`src/rtl/drr_pkg.sv`:
```
package drr_pkg;
  localparam int ID_W  = 7;
  localparam int SID_W = 5;
  localparam int CNT_W = 5;

  typedef enum logic [1:0] {
    POL_NONE = 2'b00,
    POL_RISE = 2'b01,
    POL_FALL = 2'b10,
    POL_BOTH = 2'b11
  } pol_e;

  typedef struct packed {
    logic [ID_W-1:0]  reqId;
    logic [SID_W-1:0] syncId;
    logic [CNT_W-1:0] burst;
    pol_e             pol;
    logic             syncEn;
    logic             evtEn;
    logic             ovrIe;
  } cfg_t;

  // control -> datapath strobes
  typedef struct packed {
    logic cntLoad;
    logic cntDec;
    logic gateOpen;
    logic gateClose;
    logic evtFire;
    logic ovrSet;
  } ctl_t;

  // datapath -> control status
  typedef struct packed {
    logic syncRise;
    logic syncFall;
    logic served;
    logic cntZero;
    logic gateIsOpen;
    logic selPending;
  } sts_t;
endpackage

```
`src/rtl/drr_ctrl.sv`:
```
module drr_ctrl
  import drr_pkg::*;
#(
  parameter int MASK_LEN = 3
) (
  input  logic             clk,
  input  logic             rstN,
  input  cfg_t             wrCfg,
  input  logic             cfgWe,
  input  sts_t             sts,
  output ctl_t             ctl,
  output logic [ID_W-1:0]  reqIdQ,
  output logic [SID_W-1:0] syncIdQ,
  output logic [CNT_W-1:0] burstQ,
  output logic             syncEnQ,
  output logic             ovrIeQ,
  output logic [CNT_W-1:0] reloadVal
);
  localparam int MW = $clog2(MASK_LEN + 1);

  cfg_t          cfgQ;
  cfg_t          cfgNext;
  logic [MW-1:0] maskCnt;
  logic          active;
  logic          wantRise;
  logic          wantFall;
  logic          syncEvt;
  logic          underrun;

  always_comb begin
    active  = cfgQ.syncEn | cfgQ.evtEn;
    cfgNext = wrCfg;
    if (active) cfgNext.burst = cfgQ.burst;   // count locked while enabled
    reloadVal = cfgWe ? cfgNext.burst : cfgQ.burst;
    wantRise  = (cfgQ.pol == POL_RISE) || (cfgQ.pol == POL_BOTH);
    wantFall  = (cfgQ.pol == POL_FALL) || (cfgQ.pol == POL_BOTH);
    syncEvt   = (maskCnt == '0) &&
                ((wantRise && sts.syncRise) || (wantFall && sts.syncFall));
    underrun  = sts.served && sts.cntZero;

    ctl.cntLoad   = !active || underrun;
    ctl.cntDec    = active && sts.served && !sts.cntZero;
    ctl.evtFire   = cfgQ.evtEn && underrun;
    ctl.gateClose = !cfgQ.syncEn || underrun;
    ctl.gateOpen  = cfgQ.syncEn && syncEvt && !sts.gateIsOpen && sts.selPending;
    ctl.ovrSet    = cfgQ.syncEn && syncEvt && sts.gateIsOpen;
  end

  always_ff @(posedge clk or negedge rstN) begin
    if (!rstN) begin
      cfgQ    <= '0;
      maskCnt <= '0;
    end else begin
      if (cfgWe) cfgQ <= cfgNext;
      if (cfgWe)               maskCnt <= MW'(MASK_LEN);
      else if (maskCnt != '0)  maskCnt <= maskCnt - 1'b1;
    end
  end

  assign reqIdQ  = cfgQ.reqId;
  assign syncIdQ = cfgQ.syncId;
  assign burstQ  = cfgQ.burst;
  assign syncEnQ = cfgQ.syncEn;
  assign ovrIeQ  = cfgQ.ovrIe;

  // count field frozen while either enable is set
  a_r10_burst_locked: assert property (@(posedge clk) disable iff (!rstN)
    (cfgQ.syncEn || cfgQ.evtEn) |=> $stable(cfgQ.burst));

  // nothing is opened or flagged in the cycle right after a write
  a_r6_mask_after_write: assert property (@(posedge clk) disable iff (!rstN)
    cfgWe |=> (!ctl.gateOpen && !ctl.ovrSet));

  // opening only happens with sync enabled
  a_r3_open_needs_sync: assert property (@(posedge clk) disable iff (!rstN)
    ctl.gateOpen |-> cfgQ.syncEn);
endmodule

```
`src/rtl/drr_dpath.sv`:
```
module drr_dpath
  import drr_pkg::*;
#(
  parameter int NUM_REQ  = 127,
  parameter int NUM_SYNC = 23,
  parameter int FILT_LEN = 3
) (
  input  logic                clk,
  input  logic                rstN,
  input  logic [NUM_REQ-1:0]  reqIn,
  input  logic [NUM_SYNC-1:0] syncIn,
  input  logic [ID_W-1:0]     reqId,
  input  logic [SID_W-1:0]    syncId,
  input  logic [CNT_W-1:0]    burst,
  input  logic                syncEn,
  input  logic                ovrIe,
  input  ctl_t                ctl,
  input  logic [CNT_W-1:0]    reloadVal,
  input  logic                ovrClr,
  output sts_t                sts,
  output logic                reqOut,
  output logic                evtPulse,
  output logic                ovrFlag,
  output logic                ovrIrq
);
  localparam int REQ_SPAN  = 1 << ID_W;
  localparam int SYNC_SPAN = 1 << SID_W;

  logic [REQ_SPAN-1:0]  reqPad;
  logic [SYNC_SPAN-1:0] syncPad;
  logic                 selReq;
  logic                 syncRaw;
  logic [FILT_LEN-1:0]  hist;
  logic                 fLvl;
  logic                 settled;
  logic [CNT_W-1:0]     cnt;
  logic                 gateOpen;
  logic                 prevOut;
  logic                 evtQ;
  logic                 ovrQ;

  // index 0 and out-of-range selectors land on zero bits
  assign reqPad  = REQ_SPAN'({reqIn, 1'b0});
  assign syncPad = SYNC_SPAN'(syncIn);
  assign selReq  = reqPad[reqId];
  assign syncRaw = syncPad[syncId];

  generate
    if (FILT_LEN > 1) begin : g_hist
      always_ff @(posedge clk or negedge rstN)
        if (!rstN) hist <= '0;
        else       hist <= {hist[FILT_LEN-2:0], syncRaw};
    end else begin : g_hist1
      always_ff @(posedge clk or negedge rstN)
        if (!rstN) hist <= '0;
        else       hist <= syncRaw;
    end
  endgenerate

  assign settled = (&hist) || (~|hist);

  always_ff @(posedge clk or negedge rstN) begin
    if (!rstN) begin
      fLvl     <= 1'b0;
      cnt      <= '0;
      gateOpen <= 1'b0;
      prevOut  <= 1'b0;
      evtQ     <= 1'b0;
      ovrQ     <= 1'b0;
    end else begin
      if (settled) fLvl <= hist[0];
      if (ctl.cntLoad)     cnt <= reloadVal;
      else if (ctl.cntDec) cnt <= cnt - 1'b1;
      if (ctl.gateClose)     gateOpen <= 1'b0;
      else if (ctl.gateOpen) gateOpen <= 1'b1;
      prevOut <= reqOut;
      evtQ    <= ctl.evtFire;
      if (ctl.ovrSet)   ovrQ <= 1'b1;
      else if (ovrClr)  ovrQ <= 1'b0;
    end
  end

  assign reqOut   = selReq & (~syncEn | gateOpen);
  assign evtPulse = evtQ;
  assign ovrFlag  = ovrQ;
  assign ovrIrq   = ovrQ & ovrIe;

  always_comb begin
    sts.syncRise   = settled &  hist[0] & ~fLvl;
    sts.syncFall   = settled & ~hist[0] &  fLvl;
    sts.served     = prevOut & ~selReq;
    sts.cntZero    = (cnt == '0);
    sts.gateIsOpen = gateOpen;
    sts.selPending = selReq;
  end

  // null selector never forwards
  a_r1_null_id: assert property (@(posedge clk) disable iff (!rstN)
    (reqId == '0) |-> !reqOut);

  // event is a single-cycle pulse
  a_r8_evt_single: assert property (@(posedge clk) disable iff (!rstN)
    evtPulse |=> !evtPulse);

  // overrun flag is sticky until cleared
  a_r9_ovr_sticky: assert property (@(posedge clk) disable iff (!rstN)
    (ovrQ && !ovrClr) |=> ovrQ);

  // down-counter never exceeds the programmed count
  a_r7_cnt_bound: assert property (@(posedge clk) disable iff (!rstN)
    cnt <= burst);

  // connection only opens onto a pending request
  a_r3_open_pending: assert property (@(posedge clk) disable iff (!rstN)
    $rose(gateOpen) |-> $past(selReq));
endmodule

```
`src/rtl/drr_chan_top.sv`:
```
module drr_chan_top
  import drr_pkg::*;
#(
  parameter int NUM_REQ  = 127,
  parameter int NUM_SYNC = 23,
  parameter int FILT_LEN = 3,
  parameter int MASK_LEN = 3
) (
  input  logic                clk,
  input  logic                rstN,
  input  logic [NUM_REQ-1:0]  reqIn,
  input  logic [NUM_SYNC-1:0] syncIn,
  input  logic                cfgWe,
  input  logic [ID_W-1:0]     cfgReqId,
  input  logic [SID_W-1:0]    cfgSyncId,
  input  logic [CNT_W-1:0]    cfgBurst,
  input  logic [1:0]          cfgPol,
  input  logic                cfgSyncEn,
  input  logic                cfgEvtEn,
  input  logic                cfgOvrIe,
  input  logic                ovrClr,
  output logic                reqOut,
  output logic                evtPulse,
  output logic                ovrFlag,
  output logic                ovrIrq
);
  cfg_t             wrCfg;
  ctl_t             ctl;
  sts_t             sts;
  logic [ID_W-1:0]  reqIdQ;
  logic [SID_W-1:0] syncIdQ;
  logic [CNT_W-1:0] burstQ;
  logic [CNT_W-1:0] reloadVal;
  logic             syncEnQ;
  logic             ovrIeQ;

  always_comb begin
    wrCfg.reqId  = cfgReqId;
    wrCfg.syncId = cfgSyncId;
    wrCfg.burst  = cfgBurst;
    wrCfg.pol    = pol_e'(cfgPol);
    wrCfg.syncEn = cfgSyncEn;
    wrCfg.evtEn  = cfgEvtEn;
    wrCfg.ovrIe  = cfgOvrIe;
  end

  drr_ctrl #(.MASK_LEN(MASK_LEN)) uCtrl (
    .clk(clk), .rstN(rstN), .wrCfg(wrCfg), .cfgWe(cfgWe), .sts(sts),
    .ctl(ctl), .reqIdQ(reqIdQ), .syncIdQ(syncIdQ), .burstQ(burstQ),
    .syncEnQ(syncEnQ), .ovrIeQ(ovrIeQ), .reloadVal(reloadVal)
  );

  drr_dpath #(.NUM_REQ(NUM_REQ), .NUM_SYNC(NUM_SYNC), .FILT_LEN(FILT_LEN)) uDpath (
    .clk(clk), .rstN(rstN), .reqIn(reqIn), .syncIn(syncIn),
    .reqId(reqIdQ), .syncId(syncIdQ), .burst(burstQ), .syncEn(syncEnQ),
    .ovrIe(ovrIeQ), .ctl(ctl), .reloadVal(reloadVal), .ovrClr(ovrClr),
    .sts(sts), .reqOut(reqOut), .evtPulse(evtPulse), .ovrFlag(ovrFlag),
    .ovrIrq(ovrIrq)
  );
endmodule

```
`config.mk`:
```
export PLATFORM = sky130hd
export DESIGN_NAME = drr_chan_top
export DESIGN_NICKNAME = d
export VERILOG_FILES = /design/src/rtl/drr_pkg.sv /design/src/rtl/drr_ctrl.sv /design/src/rtl/drr_dpath.sv /design/src/rtl/drr_chan_top.sv
export SDC_FILE = /design/constraint.sdc
export NUM_CORES = 1
export LEC_CHECK = 0
export ABC_AREA = 1
export CORE_MARGIN = 5
export CORE_UTILIZATION = 39
export CTS_CLUSTER_SIZE = 25
export DETAILED_ROUTE_END_ITERATION = 6
export PLACE_DENSITY_LB_ADDON = 0.2
export SLEW_MARGIN = 30
export SYNTH_ARGS = -nofsm -noshare
export SYNTH_HDL_FRONTEND = slang
export SYNTH_SLANG_ARGS = --single-unit
```
`constraint.sdc`:
```
create_clock -name clk -period 2.2 [get_ports clk]
set_clock_uncertainty 0.05 [all_clocks]
set_input_delay 0.33 -clock clk [delete_from_list [all_inputs] [get_ports clk]]
set_output_delay 0.33 -clock clk [all_outputs]
set_load 0.05 [all_outputs]
```
==> results.ini <==
[floorplan]
rows = 32
fp.dieW_um = 99.0
io-pin-count = 180
core_sq_mm = 0.00773
floorplan.initialDensity = 0.400
die_area_sq_mm = 0.00981
die_y_um = 99.0

[logic_synthesis]
synth.area.mux_share = 0
synth_top_area_share = 0.299
yosysWarnings = 0
ys_types = 29
synth_compound_area_frac = 0.0943
synth_seq_area_share = 0.299
synth_area_per_cell_sq_um = 6.06
synth_cells = 510
synth_top_family_by_area = simple AND/OR/NAND/NOR gates
syn_area_sq_mm = 0.00309
synth-seq-cells = 37
synth.area.top_cells = dfrtp_1, nand2_1, nand3_1
yosys.area_share.simple = 0.485
yosysTopAreaCell = dfrtp_1
syn-num-nets = 688
yosys.area_share.adder = 0.00809
synth_xor_area_frac = 0.00567

[placed_design]
post-dp-hpwl_mm = 8.98
portBuffers = 179
dp_cells = 777
routabilityCongestion = 0.903
place_ws_ns = -0.0530

[timing]
setup_violations = 1
fmax_mhz = 414
fin_crit_sh = 1.10
maxSlewHeadroom = 0.652
fin_crit_ns = 2.42
drv_slew = 0
final.setup.worst_slack_ns = -0.218
tightest_slew_ns = 0.521
hold_violations = 0
rsz0062_at_grt = yes

[setup_path]
cp_cell_sequence = clkinv_4 -> clkbuf_16 -> nand2_1 -> nand3_1 -> nand3_1 -> nand3_1 -> nand3_1 -> nand3_2 -> nand3_2 -> nand2_4 -> a21oi_4 -> buf_12
crit_fanout = 16
crit_required_ns = 1.82
timing.rr.start = uCtrl.reqIdQ[0]
crit_slowest_cell = dfrtp_2
r2r_cells = 17
path_class = reg2out
cpPeakStageDelay_ns = 0.43
timing.rr.end = uDpath.cnt[3]
regToRegSetupSlack_ns = 0.06
worst_setup_path_end_kind = output port
start_kind = register
crit_top_cell = nand3_1
crit_arrival_ns = 2.04

[grt]
grt_start_max_net_pins = 42
antenna_found_initial = 0
grt.overflow.total = 0
gr-usage-all-layers = 0.233
grt_pass1_wl_mm = 18.7
grt_pass1_vias = 3818

[power]
power_mw = 2.62
p_leak_nw = 2.40
ir_drop_mv = 0.504
p_per_area_mw_per_mm2 = 500

[drt]
num_vias = 3941
first_iter_violations = 130
viasPerCell = 4.99
drt-total-wl_mm = 11.8
first_pass_iters = 4
drc = 0
wire_per_inst_um = 14.9
ant_nets = 0

[clocking]
path_clk_slew_ns = 0.07
clock_latency_ns = 0.29
cts_buffer_depth = 2
cts.sink_count = 37
cts_made_buffers = 5
cts-root-buf = clkbuf_8
cts_tree = yes
htree_levels = 2

[final_layout]
final_cell_mix = nand2_1, clkdlybuf4s50_1, nand3_1
drive_gt1_frac = 0.0670
finish.utilization = 0.677
synthToLayoutAreaGrowth_pct = 69.2
final_common_cell = nand2_1
nets = 864
stdcell_count = 789
antenna_cells = 0

[hold_path]
min_from = uDpath.hist[0]
holdPathStages = 0
hold-path-endpoint = uDpath.hist[1]
hold_path_class = reg2reg

[outcome]
outcome = finished with violations
failed_checks = negative setup slack

[job]
maxCapViolations = 0

-- registers in the layout, indices dropped and copies added (netlist names) --
register / cells
uCtrl.reqIdQ: 7
uCtrl.burstQ: 5
uCtrl.syncIdQ: 5
uDpath.cnt: 5
uCtrl.cfgQ: 3
uDpath.hist: 3
uCtrl.maskCnt: 2
uCtrl.ovrIeQ: 1
uCtrl.syncEnQ: 1
uDpath.evtPulse: 1
uDpath.fLvl: 1
uDpath.gateOpen: 1
uDpath.ovrFlag: 1
uDpath.prevOut: 1
-- repair_timing --
action | in CTS | in global routing
hold buffers | 1 | 0
hold endpoints to repair | 12 | 0
gates cloned | 0 | 2
endpoints found under the setup margin | 1 | 6
buffers inserted | 0 | 1
gates resized for setup | 7 | 8
pin swaps | 0 | 2
-- kinds of logic after synthesis --
| group | Yosys count |
|---|---|
| xor+xnor | 2 |
| compound gates | 52 |
| flops | 37 |
| buf+inv | 72 |
| simple gates | 345 |
| fa+ha+maj | 2 |
-- worst max-delay path: cells and delay by family (launching register included) --
family	cells	cell delay, ns
AO/OA/AOI/OAI	1	0.16
AND/OR/NAND/NOR	8	0.68
flip-flops	1	0.43
buffers and inverters	3	0.47
-- metal layers --
metal  routed length [um]  share of wire  global-route usage
met5                    0              0                   0
met4                  182          0.015              0.0515
met3                 1020          0.087              0.0446
met2                 5610           0.48               0.395
met1                 4950           0.42               0.307
-- power breakdown --
part	leakage [nW]	switching [mW]	internal (mW)
combinational	1.92	0.596	0.657
sequential	0.440	0.106	0.807
clock	0.0450	0.231	0.219
-- how the worst max path moves through the flow --
| stage | startpoint | to | slack (ns) | cells past startpoint |
|---|---|---|---|---|
| global placement | reqIn[92] | reqOut | -0.06 | 12 |
| global route | uCtrl.reqIdQ[0] | reqOut | -0.35 | 13 |
| detailed placement | reqIn[118] | reqOut | -0.05 | 12 |
| floorplan | uCtrl.reqIdQ[1] | reqOut | 0.08 | 11 |
| finish | uCtrl.reqIdQ[0] | reqOut | -0.22 | 12 |
| CTS | uCtrl.reqIdQ[0] | reqOut | -0.22 | 13 |
-- area by class of cell --
| type | instances | area (sq um) |
|---|---|---|
| fill | 682 | 2500 |
| timing repair buffer | 199 | 2050 |
| multi-input combinational | 401 | 1880 |
| sequential | 37 | 927 |
| inverter | 42 | 163 |
| tap | 102 | 128 |
| clock buffer | 6 | 72.6 |
| clock inverter | 2 | 10.0 |
-- cell usage after synthesis --
library cell,count
nand2_1,193
nand3_1,125
dfrtp_1,37
inv_1,37
o21ai_0,36
buf_2,17
nor2_1,17
clkbuf_1,6
a21oi_1,5
buf_6,4
inv_2,4
o22ai_1,4
buf_4,3
and3_1,2
ha_1,2
nand3_2,2
nor3_1,2
o221ai_1,2
xnor2_1,2
a21oi_4,1
a31oi_1,1
a32oi_1,1
clkinv_1,1
nand2_2,1
nand2_4,1
nand3_4,1
nand3b_1,1
o21ai_1,1
o21bai_1,1
-- stage by stage --
step                      area, sq um  TNS [ns]  hold slack, ns
after detailed placement         5020   -0.0530           0.184
after floorplan                  3100         0         -0.0156
after CTS                        5140    -0.216           0.348
after global routing             5230    -0.862           0.362
final                            5230    -0.218           0.344
after global placement           5020   -0.0574           0.186
Note: power is estimated with default switching activity, not from simulation.
